[src/rtl/pcs_pkg.sv]
`timescale 1ns/1ps
package pcs_pkg;

  localparam int SEL_W = 3;

  typedef enum logic [1:0] {
    ST_PWRDN  = 2'b00,
    ST_HIZ    = 2'b01,
    ST_LOW    = 2'b10,
    ST_ACTIVE = 2'b11
  } outState_e;

  typedef struct packed {
    logic [SEL_W-1:0] profIdx;
    logic             idxValid;
  } selStrobe_t;

  function automatic logic [3:0] spreadQuarters(input logic [2:0] code);
    return (code == 3'd7) ? 4'd8 : {1'b0, code};
  endfunction

endpackage

[src/rtl/pcs_pin_sync.sv]
`timescale 1ns/1ps
module pcs_pin_sync
  import pcs_pkg::*;
(
  input  logic             clk,
  input  logic             rstN,
  input  logic [SEL_W-1:0] ctlPin,
  input  logic             busMode,
  output selStrobe_t       strobe
);

  logic [SEL_W-1:0] metaQ;
  logic [SEL_W-1:0] syncQ;
  logic [1:0]       fillCnt;

  always_ff @(posedge clk or negedge rstN) begin
    if (!rstN) begin
      metaQ   <= '0;
      syncQ   <= '0;
      fillCnt <= '0;
    end else begin
      metaQ <= ctlPin;
      syncQ <= metaQ;
      if (fillCnt != 2'd2) fillCnt <= fillCnt + 2'd1;
    end
  end

  always_comb begin
    strobe.profIdx = syncQ;
    if (busMode) strobe.profIdx[SEL_W-1:1] = '0;
    strobe.idxValid = (fillCnt == 2'd2);
  end

  // pin0 reaches the index through exactly two flops
  a_r2_sync_depth: assert property (@(posedge clk) disable iff (!rstN)
    strobe.idxValid |-> (strobe.profIdx[0] == $past(ctlPin[0], 2)));

endmodule

[src/rtl/pcs_profile_dp.sv]
`timescale 1ns/1ps
module pcs_profile_dp
  import pcs_pkg::*;
#(
  parameter int NUM_CH = 4,
  parameter int DIV_W  = 30
) (
  input  logic                        clk,
  input  logic                        rstN,
  input  selStrobe_t                  strobe,
  input  logic [(1<<SEL_W)*(NUM_CH*5+1)-1:0] profTable,
  input  logic [NUM_CH*2*(DIV_W+2)-1:0] divSets,
  input  logic [NUM_CH*4-1:0]         stateCfg,
  input  logic [3:0]                  singleCfg,
  input  logic [NUM_CH-1:0]           spreadDownCfg,
  output logic [NUM_CH*3-1:0]         spreadCode,
  output logic [NUM_CH*4-1:0]         spreadMag,
  output logic [NUM_CH-1:0]           spreadDown,
  output logic [NUM_CH-1:0]           freqSel,
  output logic [NUM_CH*DIV_W-1:0]     divWord,
  output logic [NUM_CH*2-1:0]         vcoRange,
  output logic [NUM_CH*2-1:0]         pairState,
  output logic [1:0]                  singleState
);

  localparam int CH_F   = 5;
  localparam int PROF_W = NUM_CH*CH_F + 1;
  localparam int SET_W  = DIV_W + 2;

  logic [PROF_W-1:0] curProf;
  assign curProf = profTable[strobe.profIdx*PROF_W +: PROF_W];

  for (genvar c = 0; c < NUM_CH; c++) begin : g_ch
    logic [2:0]       codeD;
    logic             fselD;
    logic             sselD;
    logic [SET_W-1:0] setD;
    logic [1:0]       stateD;

    always_comb begin
      codeD  = curProf[c*CH_F +: 3];
      fselD  = curProf[c*CH_F + 3];
      sselD  = curProf[c*CH_F + 4];
      setD   = fselD ? divSets[(c*2+1)*SET_W +: SET_W]
                     : divSets[(c*2)*SET_W +: SET_W];
      stateD = sselD ? stateCfg[c*4+2 +: 2] : stateCfg[c*4 +: 2];
    end

    always_ff @(posedge clk or negedge rstN) begin
      if (!rstN) begin
        spreadCode[c*3 +: 3]      <= '0;
        spreadMag[c*4 +: 4]       <= '0;
        spreadDown[c]             <= 1'b0;
        freqSel[c]                <= 1'b0;
        divWord[c*DIV_W +: DIV_W] <= '0;
        vcoRange[c*2 +: 2]        <= '0;
        pairState[c*2 +: 2]       <= ST_PWRDN;
      end else if (strobe.idxValid) begin
        spreadCode[c*3 +: 3]      <= codeD;
        spreadMag[c*4 +: 4]       <= spreadQuarters(codeD);
        spreadDown[c]             <= spreadDownCfg[c] && (codeD != 3'd0);
        freqSel[c]                <= fselD;
        divWord[c*DIV_W +: DIV_W] <= setD[SET_W-1:2];
        vcoRange[c*2 +: 2]        <= setD[1:0];
        pairState[c*2 +: 2]       <= stateD;
      end
    end

    // magnitude is never the unused value 7 nor above 2.0 %
    a_r3_mag_legal: assert property (@(posedge clk) disable iff (!rstN)
      (spreadMag[c*4 +: 4] != 4'd7) && (spreadMag[c*4 +: 4] <= 4'd8));

    // a pair's state is one of its two configured states
    a_r5_pair_state_legal: assert property (@(posedge clk) disable iff (!rstN)
      $past(strobe.idxValid) |->
        (pairState[c*2 +: 2] == $past(stateCfg[c*4 +: 2])) ||
        (pairState[c*2 +: 2] == $past(stateCfg[c*4+2 +: 2])));
  end

  always_ff @(posedge clk or negedge rstN) begin
    if (!rstN)                singleState <= ST_PWRDN;
    else if (strobe.idxValid) singleState <= curProf[PROF_W-1] ? singleCfg[3:2]
                                                               : singleCfg[1:0];
  end

  // nothing but zeros leaves the block before the index is valid
  a_r8_safe_until_valid: assert property (@(posedge clk) disable iff (!rstN)
    !$past(strobe.idxValid) |-> (spreadCode == '0) && (freqSel == '0) &&
      (pairState == '0) && (singleState == '0) && (divWord == '0));

  // steady index and configuration leave every output steady
  a_r2_switch_together: assert property (@(posedge clk) disable iff (!rstN)
    ($past(strobe.idxValid) && strobe.idxValid && $stable(strobe.profIdx) &&
     $stable(profTable) && $stable(divSets) && $stable(stateCfg) &&
     $stable(singleCfg) && $stable(spreadDownCfg))
    |=> ($stable(spreadCode) && $stable(divWord) && $stable(pairState) &&
         $stable(singleState) && $stable(spreadDown)));

endmodule

[src/rtl/ctl_profile_selector.sv]
`timescale 1ns/1ps
module ctl_profile_selector
  import pcs_pkg::*;
#(
  parameter int NUM_CH = 4,
  parameter int DIV_W  = 30
) (
  input  logic                        clk,
  input  logic                        rstN,
  input  logic [SEL_W-1:0]            ctlPin,
  input  logic                        busMode,
  input  logic [(1<<SEL_W)*(NUM_CH*5+1)-1:0] profTable,
  input  logic [NUM_CH*2*(DIV_W+2)-1:0] divSets,
  input  logic [NUM_CH*4-1:0]         stateCfg,
  input  logic [3:0]                  singleCfg,
  input  logic [NUM_CH-1:0]           spreadDownCfg,
  output logic [NUM_CH*3-1:0]         spreadCode,
  output logic [NUM_CH*4-1:0]         spreadMag,
  output logic [NUM_CH-1:0]           spreadDown,
  output logic [NUM_CH-1:0]           freqSel,
  output logic [NUM_CH*DIV_W-1:0]     divWord,
  output logic [NUM_CH*2-1:0]         vcoRange,
  output logic [NUM_CH*2-1:0]         pairState,
  output logic [1:0]                  singleState
);

  selStrobe_t strobe;

  pcs_pin_sync u_sync (
    .clk     (clk),
    .rstN    (rstN),
    .ctlPin  (ctlPin),
    .busMode (busMode),
    .strobe  (strobe)
  );

  pcs_profile_dp #(.NUM_CH(NUM_CH), .DIV_W(DIV_W)) u_dp (
    .clk           (clk),
    .rstN          (rstN),
    .strobe        (strobe),
    .profTable     (profTable),
    .divSets       (divSets),
    .stateCfg      (stateCfg),
    .singleCfg     (singleCfg),
    .spreadDownCfg (spreadDownCfg),
    .spreadCode    (spreadCode),
    .spreadMag     (spreadMag),
    .spreadDown    (spreadDown),
    .freqSel       (freqSel),
    .divWord       (divWord),
    .vcoRange      (vcoRange),
    .pairState     (pairState),
    .singleState   (singleState)
  );

endmodule

[config.mk]
export PLATFORM = sky130hd
export DESIGN_NAME = ctl_profile_selector
export DESIGN_NICKNAME = d
export VERILOG_FILES = /design/src/rtl/pcs_pkg.sv /design/src/rtl/pcs_pin_sync.sv /design/src/rtl/pcs_profile_dp.sv /design/src/rtl/ctl_profile_selector.sv
export SDC_FILE = /design/constraint.sdc
export NUM_CORES = 1
export LEC_CHECK = 0
export BUFFER_PORTS_ARGS = -buffer_cell sky130_fd_sc_hd__buf_2
export CORE_AREA = 5 5 238 240
export CTS_BUF_LIST = sky130_fd_sc_hd__clkbuf_8
export CTS_CLUSTER_SIZE = 25
export DETAILED_ROUTE_END_ITERATION = 10
export DIE_AREA = 0 0 243 245
export GPL_ROUTABILITY_DRIVEN = 0
export PLACE_DENSITY = 0.38
export SLEW_MARGIN = 5
export SYNTH_ARGS = -nofsm -noshare
export SYNTH_HDL_FRONTEND = slang
export SYNTH_SLANG_ARGS = --single-unit
[constraint.sdc]
create_clock -name clk -period 4.85 [get_ports clk]
set_input_delay 0.485 -clock clk [delete_from_list [all_inputs] [get_ports clk]]
set_output_delay 0.485 -clock clk [all_outputs]
set_load 0.05 [all_outputs]
==> out/metrics.csv, run 1 <==
stage,metric,value,unit
setup_path,"Arr. time, crit path",3.51,ns
synthesis,post-synthesis net count,1343,
min_path,worst hold path endpoint,u_dp.spreadDown[3],
routing,Routed wire per std cell,18.69,µm
clocking,clk slew on worst S/H paths,0.10,ns
global_route,global-route wire length before repair,59890,µm
routing,vias per inst,4.049,
placed_design,hpwl dp,32340,µm
setup_path,Worst setup SP type,flip-flop,
synthesis,Seq cells post-synth,182,
synthesis,synthesized area per cell,10.53,µm²
routing,met3 WL,2700,µm
floorplanning,core region area,54450,µm²
clocking,Clock Latency Late Sink,0.53,ns
cells_and_area,Filler cells,5974,
setup_path,crit path max fanout,54,
synthesis,cells after synthesis,888,
cells_and_area,"commonest non-fill, non-tap cell in the layout",buf_2,
power_and_ir_drop,Pwr Density,327.0,nW/µm²
global_route,vias in the first global route,9410,
sta,Final min period,3.126,ns
setup_path,Crit path required time,5.23,ns
setup_path,reg2reg setup slack,1.72,ns
run,Max Cap Viol,0,
routing,DRT iter0 DRCs,315,
cells_and_area,layout cell share with drive strength beyond 1,47.36,%
routing,highest routed metal layer,met5,
floorplanning,Die ar.,59540,µm²
clocking,CTS buffer count,17,
sta,final setup violation count,0,
synthesis,"area leader, netlist",dfrtp_1,
floorplanning,num ports,628,
power_and_ir_drop,internal power,2688,µW
sta,relative max-transition margin,36.18,%
setup_path,worst reg2reg path depth,5,
power_and_ir_drop,switching power total,1767,µW
sta,worst slew pin tran,0.9531,ns
min_path,Min-Delay Path Class,in2reg,
power_and_ir_drop,Switching Share,39.66,%
sta,post-route clock period utilization,64.45,%
routing,Initial DRT Pass Iterations,6,
routing,routed wire length,41150,µm
floorplanning,die width,243,µm
clocking,htree depth,4,
floorplanning,Row Count,86,
power_and_ir_drop,power share of the sequential group,39.9,%
synthesis,post-synth top area share,48.69,%
routing,routed vias,8915,
global_route,largest net degree at the start of global routing,157,
global_route,Total GRT Usage,13.37,%
power_and_ir_drop,Worst VDD drop,127.7,µV
synthesis,synth warn,0,
cells_and_area,Seq. cell area,4558,µm²
cells_and_area,Non-Filler Instances,2202,
clocking,clock buffer depth,2,
synthesis,Cell variety after synth,29,
sta,final worst clock skew,0.01387,ns
sta,TNS Setup,0,ns
cells_and_area,Syn-to-layout area delta,45.61,%
clocking,Post-CTS Hold Buffers,4,
setup_path,FF-to-FF End,u_dp.divWord[95],
synthesis,register area share after synthesis,48.69,%
routing,met2 routed WL,20890,µm
setup_path,Crit. End Element,flip-flop,
routing,Residual DRC,0,
clocking,CTS sink cnt,182,
sta,Fmax achieved,319.9,MHz
synthesis,mapped cell area,9354,µm²
routing,DRT met1 WL,16900,µm
sta,final max-slew violation count,0,
cells_and_area,layout net count,1937,
power_and_ir_drop,Comb pwr share,33.9,%
cells_and_area,area occupied by multi-input gates,4347,µm²
outcome,status,"finished, final reports clean",
floorplanning,die height,245,µm
clocking,CTS tree,done,
routing,ANT nets after route,0,
cells_and_area,most frequent cells in the layout,"buf_2, dfrtp_1, nor2_1, mux2i_1, a21oi_1",
power_and_ir_drop,Lkg Pwr,0.006979,µW
sta,Min Hold Slack,0.2381,ns
setup_path,reg2reg start,u_sync.syncQ[0],
min_path,hold path startpoint,spreadDownCfg[3],
global_route,grt total ovfl,0,
floorplanning,initial core utilization,17.18,%
setup_path,Setup CP Type,reg2reg,
sta,Fin. Hold Viols,0,
clocking,# resized after CTS,0,
min_path,Hold Path Stages,3,
clocking,clk root buf,clkbuf_8,
global_route,initial antenna violation count,6,
placed_design,# port buffers,627,
clocking,post-CTS setup buffer count,0,
synthesis,top post-synthesis cells by area,"dfrtp_1, mux2i_1, a21oi_1",
power_and_ir_drop,Clk network pwr share,26.2,%
placed_design,Placed Instances,2163,
sta,unrepaired setup endpoints after global routing,false,
-- layout make-up --
| cell class | instances | area share, % |
|---|---|---|
| clock inverters | 14 | 1.258 |
| repair buffers | 641 | 24.22 |
| diodes | 3 | 0.05512 |
| multi-input cells | 611 | 31.91 |
| well taps | 704 | 6.467 |
| clock buffers | 18 | 1.819 |
| inverters | 29 | 0.7992 |
| flip-flops and latches | 182 | 33.46 |
-- cell families after synthesis --
logic type | count (synthesis) | share of synthesized area (%)
multiplexers | 189 | 23.23
adder cells (fa/ha/maj) | 1 | 0.1337
flip-flops | 182 | 48.69
AO/OA/AOI/OAI | 213 | 13.68
AND/OR/NAND/NOR | 207 | 9.096
buffers and inverters | 95 | 5.069
XOR/XNOR | 1 | 0.09365
-- worst max-delay path by stage --
stage / from / to / slack (ns) / depth (start not counted)
floorplan: u_sync.syncQ[0] / u_dp.pairState[2] / 2.66 / 7
global route: u_sync.syncQ[0] / u_dp.divWord[95] / 1.49 / 5
CTS: u_sync.syncQ[0] / u_dp.divWord[95] / 1.66 / 5
global placement: u_sync.syncQ[0] / u_dp.vcoRange[1] / 1.71 / 5
finish: u_sync.syncQ[0] / u_dp.divWord[95] / 1.72 / 5
detailed placement: u_sync.syncQ[0] / u_dp.divWord[95] / 1.68 / 5
-- synth_stat cells --
master and n:
nor2b_1 17, nor3b_2 1, buf_2 7, inv_1 29, buf_8 3, buf_6 6
xnor2_1 1, o21ba_2 1, a221oi_4 4, a21oi_1 142, buf_1 2, dfrtp_1 182
a31o_2 4, o311ai_0 4, nand2b_1 1, a211oi_1 24, a221oi_1 5, clkbuf_1 40
nand2_1 17, nor2_1 163, buf_4 8, ha_1 1, o22ai_1 12, mux4_2 19
mux2i_1 159, mux2_2 9, o21ai_0 17, and2_1 8, mux4_1 2
-- critical path, stage by stage (launching register included) --
cell and delay, ns:
dfrtp_4 0.96, mux4_2 0.63, a221oi_4 0.28, buf_4 0.60
mux2i_1 0.30, a21oi_1 0.10
-- power by group through the flow --
| stage | Sequential (µW) | Combinational [µW] | Clock (µW) |
|---|---|---|---|
| floorplan | 2370 | 418 | 0 |
| global placement | 1800 | 1530 | 0 |
| detailed placement | 1800 | 1530 | 0 |
| CTS | 1780 | 1530 | 1260 |
| global route | 1800 | 1600 | 1300 |
| finish | 1780 | 1510 | 1170 |
-- flip-flops by register name (all words and copies together) (netlist names) --
register and flops:
u_dp.spreadMag 16, u_dp.spreadDown 4, u_dp.spreadCode 12, u_dp.vcoRange 8
u_sync.metaQ 3, u_dp.freqSel 4, u_sync.syncQ 3, u_dp.singleState 2
u_dp.divWord 120, u_sync.fillCnt 2, u_dp.pairState 8
-- stage by stage --
step,cell area (µm²),setup WS [ns],power [µW],util (%)
after CTS,13610,1.664,4577,25.00
after detailed placement,13150,1.681,3336,24.16
after global placement,13150,1.706,3331,24.16
after floorplan,9354,2.658,2788,-
after global routing,13620,1.487,4707,25.01
final,13620,1.724,4454,25.02
-- layer usage --
| metal | vias up | global-route usage (%) |
|---|---|---|
| li1 | 4340 | - |
| met3 | 29 | 4.247 |
| met4 | 4 | 3.805 |
| met2 | 327 | 23.27 |
| met1 | 4215 | 15.92 |
| met5 | - | 0 |
(Power assumes the default switching activity.)
==> run 2, diff against run 1 <==
--- a/config.mk
+++ b/config.mk
@@ -5,14 +5,15 @@
 export SDC_FILE = /design/constraint.sdc
 export NUM_CORES = 1
 export LEC_CHECK = 0
+export ABC_AREA = 1
 export BUFFER_PORTS_ARGS = -buffer_cell sky130_fd_sc_hd__buf_2
-export CORE_AREA = 5 5 238 240
+export CORE_AREA = 5 5 239 241
 export CTS_BUF_LIST = sky130_fd_sc_hd__clkbuf_8
 export CTS_CLUSTER_SIZE = 25
 export DETAILED_ROUTE_END_ITERATION = 10
-export DIE_AREA = 0 0 243 245
+export DIE_AREA = 0 0 244 246
 export GPL_ROUTABILITY_DRIVEN = 0
-export PLACE_DENSITY = 0.38
+export PLACE_DENSITY = 0.43
 export SLEW_MARGIN = 5
 export SYNTH_ARGS = -nofsm -noshare
 export SYNTH_HDL_FRONTEND = slang
==> constraint.sdc (replaced) <==
create_clock -name clk -period 3 [get_ports clk]
set_input_delay 0.3 -clock clk [delete_from_list [all_inputs] [get_ports clk]]
set_output_delay 0.3 -clock clk [all_outputs]
set_load 0.05 [all_outputs]
==> run 2 against run 1 <==
  * Critical endpoint is now u_dp.divWord[11]
  * Clock-buffer cell count down 1
  * Fmax up 15%
  * Clock skew up 0.0037 ns
  * Area after synthesis up 28%
  * Power up 79%
  * Combinational power up 110%
  * Cell count up 55%
  * Largest cell class is now multi-input gates
  * Critical path depth up 5
  * Sequential share of layout area down 8.0 points
  * Final area up 31%
  * Register-to-register slack worse by 1.4 ns
==> out/metrics.csv, run 2 <==
stage,metric,value,unit,change
outcome,status,"finished, final reports clean",,unchanged
synthesis,post-synthesis net count,2386,,was 1343
global_route,vias in the first global route,15036,,was 9410
sta,setup ws final,0.2772,ns,was 1.724 ns
sta,final setup violation count,0,,unchanged
sta,worst slew pin tran,0.7847,ns,was 0.9531 ns
power_and_ir_drop,Worst VDD drop,277.2,µV,was 127.7 µV
setup_path,max incr delay on CP,0.64,ns,was 0.96 ns
setup_path,reg2reg setup slack,0.28,ns,was 1.72 ns
clocking,clock buffer depth,2,,unchanged
placed_design,pre-CTS setup slack,0.6804,ns,was 1.681 ns
synthesis,cells after synthesis,1931,,was 888
floorplanning,initial core utilization,21.93,%,was 17.18%
cells_and_area,most frequent cells in the layout,"nand2_1, buf_2, inv_1, nand3_1, dfrtp_1",,"was buf_2, dfrtp_1, nor2_1, mux2i_1, a21oi_1"
synthesis,Cell variety after synth,22,,was 29
synthesis,most frequent cells after synthesis,"nand2_1, inv_1, nand3_1, dfrtp_1, buf_2",,"was dfrtp_1, nor2_1, mux2i_1, a21oi_1, clkbuf_1"
run,Max Cap Viol,0,,unchanged
floorplanning,core region area,54660,µm²,was 54450 µm²
setup_path,WP depth,10,,was 5
clocking,htree depth,4,,unchanged
routing,routed vias,14524,,was 8915
floorplanning,num ports,628,,unchanged
floorplanning,Die ar.,60020,µm²,was 59540 µm²
min_path,Min-Delay Path Class,in2reg,,unchanged
synthesis,most used flip-flop cell after synthesis,dfrtp_1,,unchanged
setup_path,WP buf/inv,2,,was 1
routing,Initial DRT Pass Iterations,5,,was 6
placed_design,Placed Instances,3185,,was 2163
synthesis,synthesized area per cell,6.207,µm²,was 10.53 µm²
global_route,global-route wire length before repair,84700,µm,was 59890 µm
floorplanning,die width,244,µm,was 243 µm
cells_and_area,layout net count,3129,,was 1937
routing,vias per inst,4.267,,was 4.049
floorplanning,Row Count,86,,unchanged
sta,final max-slew violation count,0,,unchanged
cells_and_area,Non-Filler Instances,3404,,was 2202
setup_path,crit path max fanout,33,,was 54
cells_and_area,Syn-to-layout area delta,49.02,%,was 45.61%
routing,routed wire length,55720,µm,was 41150 µm
setup_path,CP startpoint,u_sync.syncQ[0],,unchanged
clocking,post-CTS setup buffer count,0,,unchanged
sta,TNS Setup,0,ns,unchanged
setup_path,"Arr. time, crit path",3.19,ns,was 3.51 ns
clocking,clk slew on worst S/H paths,0.11,ns,was 0.10 ns
cells_and_area,layout cell share with drive strength beyond 1,26.65,%,was 47.36%
synthesis,Seq cells post-synth,182,,unchanged
setup_path,Crit. End Element,flip-flop,,unchanged
sta,relative max-transition margin,47.69,%,was 36.18%
clocking,CTS sink cnt,182,,unchanged
clocking,CTS tree,done,,unchanged
sta,final worst clock skew,0.01760,ns,was 0.01387 ns
sta,Final min period,2.723,ns,was 3.126 ns
cells_and_area,registers with the most flip-flops,"u_dp.divWord: 120 flops, u_dp.spreadMag: 16 flops, u_dp.spreadCode: 12 flops",,unchanged
synthesis,register area share after synthesis,38.00,%,was 48.69%
clocking,clk root buf,clkbuf_8,,unchanged
clocking,Clock Latency Late Sink,0.56,ns,was 0.53 ns
synthesis,post-synth top area share,38.00,%,was 48.69%
global_route,grt total ovfl,0,,unchanged
setup_path,Setup CP Type,reg2reg,,unchanged
synthesis,synth warn,0,,unchanged
synthesis,"EDFF count, synth",0,,unchanged
global_route,Total GRT Usage,18.12,%,was 13.37%
setup_path,Crit path required time,3.46,ns,was 5.23 ns
cells_and_area,max FFs per register,120,,unchanged
placed_design,hpwl dp,42740,µm,was 32340 µm
sta,unrepaired setup endpoints after global routing,false,,unchanged
synthesis,"FFs w/ async S/R, synth",100.0,%,unchanged
setup_path,Worst path slowest cell,dfrtp_2,,was dfrtp_4
floorplanning,die height,246,µm,was 245 µm
setup_path,"CP delay by family, top",simple AND/OR/NAND/NOR gates,,was flip-flops
clocking,CTS buffer count,17,,unchanged
setup_path,CP Cell Sequence,inv_2 > nor2_1 > nor2_1 > nand2_1 > nand3_2 > nand2_2 > nand2_1 > nand3_1 > dlygate4sd3_1 > nand2_1,,was mux4_2 > a221oi_4 > buf_4 > mux2i_1 > a21oi_1
setup_path,critical path's most frequent cell,nand2_1,,
sta,Fin. Hold Viols,0,,unchanged
global_route,initial antenna violation count,22,,was 6
cells_and_area,"commonest non-fill, non-tap cell in the layout",nand2_1,,was buf_2
synthesis,cell with the most instances after synthesis,nand2_1,,was dfrtp_1
routing,DRT iter0 DRCs,659,,was 315
power_and_ir_drop,Pwr Density,447.1,nW/µm²,was 327.0 nW/µm²
routing,Routed wire per std cell,16.37,µm,was 18.69 µm
synthesis,"area leader, netlist",dfrtp_1,,unchanged
setup_path,worst reg2reg path depth,10,,was 5
routing,ANT nets after route,0,,unchanged
sta,post-route clock period utilization,90.76,%,was 64.45%
min_path,Hold Path Stages,5,,was 3
synthesis,mapped cell area,11990,µm²,was 9354 µm²
sta,Fmax achieved,367.3,MHz,was 319.9 MHz
cells_and_area,Filler cells,6124,,was 5974
cells_and_area,most flop-heavy register,u_dp.divWord,,unchanged
setup_path,crit path to,u_dp.divWord[11],,was u_dp.divWord[95]
global_route,largest net degree at the start of global routing,154,,was 157
placed_design,# port buffers,627,,unchanged
setup_path,FF-to-FF End,u_dp.divWord[11],,was u_dp.divWord[95]
synthesis,top post-synthesis cells by area,"dfrtp_1, nand2_1, nand3_1",,"was dfrtp_1, mux2i_1, a21oi_1"
power_and_ir_drop,Lkg Pwr,0.01085,µW,was 0.006979 µW
setup_path,reg2reg start,u_sync.syncQ[0],,unchanged
setup_path,Worst setup SP type,flip-flop,,unchanged
routing,Residual DRC,0,,unchanged
==> run 2: cell types whose count changed after synthesis, moves of 17 or more <==
| cell | before | now |
|---|---|---|
| nor2_1 | 163 | 28 |
| a21oi_1 | 142 | 0 |
| nand3_1 | 0 | 368 |
| mux4_2 | 19 | 0 |
| nand2_1 | 17 | 780 |
| nor2b_1 | 17 | 0 |
| inv_1 | 29 | 416 |
| mux2i_1 | 159 | 0 |
| buf_2 | 7 | 30 |
| a211oi_1 | 24 | 0 |
==> run 2: cell type report <==
class,instances,area [µm²],area share (%)
multi-input cells,1222,5238,29.32
repair buffers,831,5171,28.95
flip-flops and latches,182,4556,25.50
inverters,420,1582,8.854
well taps,704,880.8,4.931
clock buffers,17,234.0,1.310
clock inverters,15,168.9,0.9456
diodes,13,32.53,0.1821
==> run 2: worst reg2reg max path, cell delays in order (launching register included) <==
cell	delay, ns
dfrtp_2	0.64
inv_2	0.18
nor2_1	0.13
nor2_1	0.06
nand2_1	0.07
nand3_2	0.13
nand2_2	0.57
nand2_1	0.13
nand3_1	0.09
dlygate4sd3_1	0.57
nand2_1	0.06
==> run 2: where the power goes <==
group          leakage [µW]  internal (µW)  switching (µW)
clock network      0.000195            759            1080
logic               0.00858            982            2240
registers           0.00208           2750             176
==> run 2: layer usage <==
metal  global-route usage, %  part of all wire [%]  up-vias
li1                        -                     -     7220
met1                   20.21                    39     6694
met2                   31.39                    48      508
met3                   6.683                   8.3       88
met4                   7.401                   3.8       14
met5                       0                  0.15        -
==> run 2: logic make-up after synthesis <==
family / share of synthesized area (%)
AND/OR/NAND/NOR: 42.20
buffers and inverters: 18.41
flip-flops: 38.00
AO/OA/AOI/OAI: 1.211
XOR/XNOR: 0.07308
adder cells (fa/ha/maj): 0.1044
==> run 2: repair_timing <==
action                     CTS  global route
hold endpoints to repair   195             0
setup endpoints to repair    0             8
hold buffers               174             0
gates resized for setup      0             2
==> run 2: worst min-delay path by stage <==
stage | from | end | slack [ns]
final | divSets[62] | u_dp.divWord[28] | 0.07
after global routing | divSets[187] | u_dp.divWord[85] | 0.03
after CTS | divSets[26] | u_dp.divWord[24] | 0.00006
after detailed placement | u_sync.metaQ[1] | u_sync.syncQ[1] | 0.33
after global placement | u_sync.metaQ[0] | u_sync.syncQ[0] | 0.33
after floorplan | rstN | u_dp.divWord[0] | 0.004
==> run 2: per-stage QoR <==
stage	power (µW)	instance area (µm²)	hold WS, ns	util, %
floorplan	4915	11990	0.004409	-
global placement	5976	15680	0.3346	28.68
detailed placement	5976	15680	0.3347	28.68
CTS	8129	17820	0.00006184	32.60
global route	8504	17850	0.02791	32.65
finish	7986	17860	0.06621	32.68
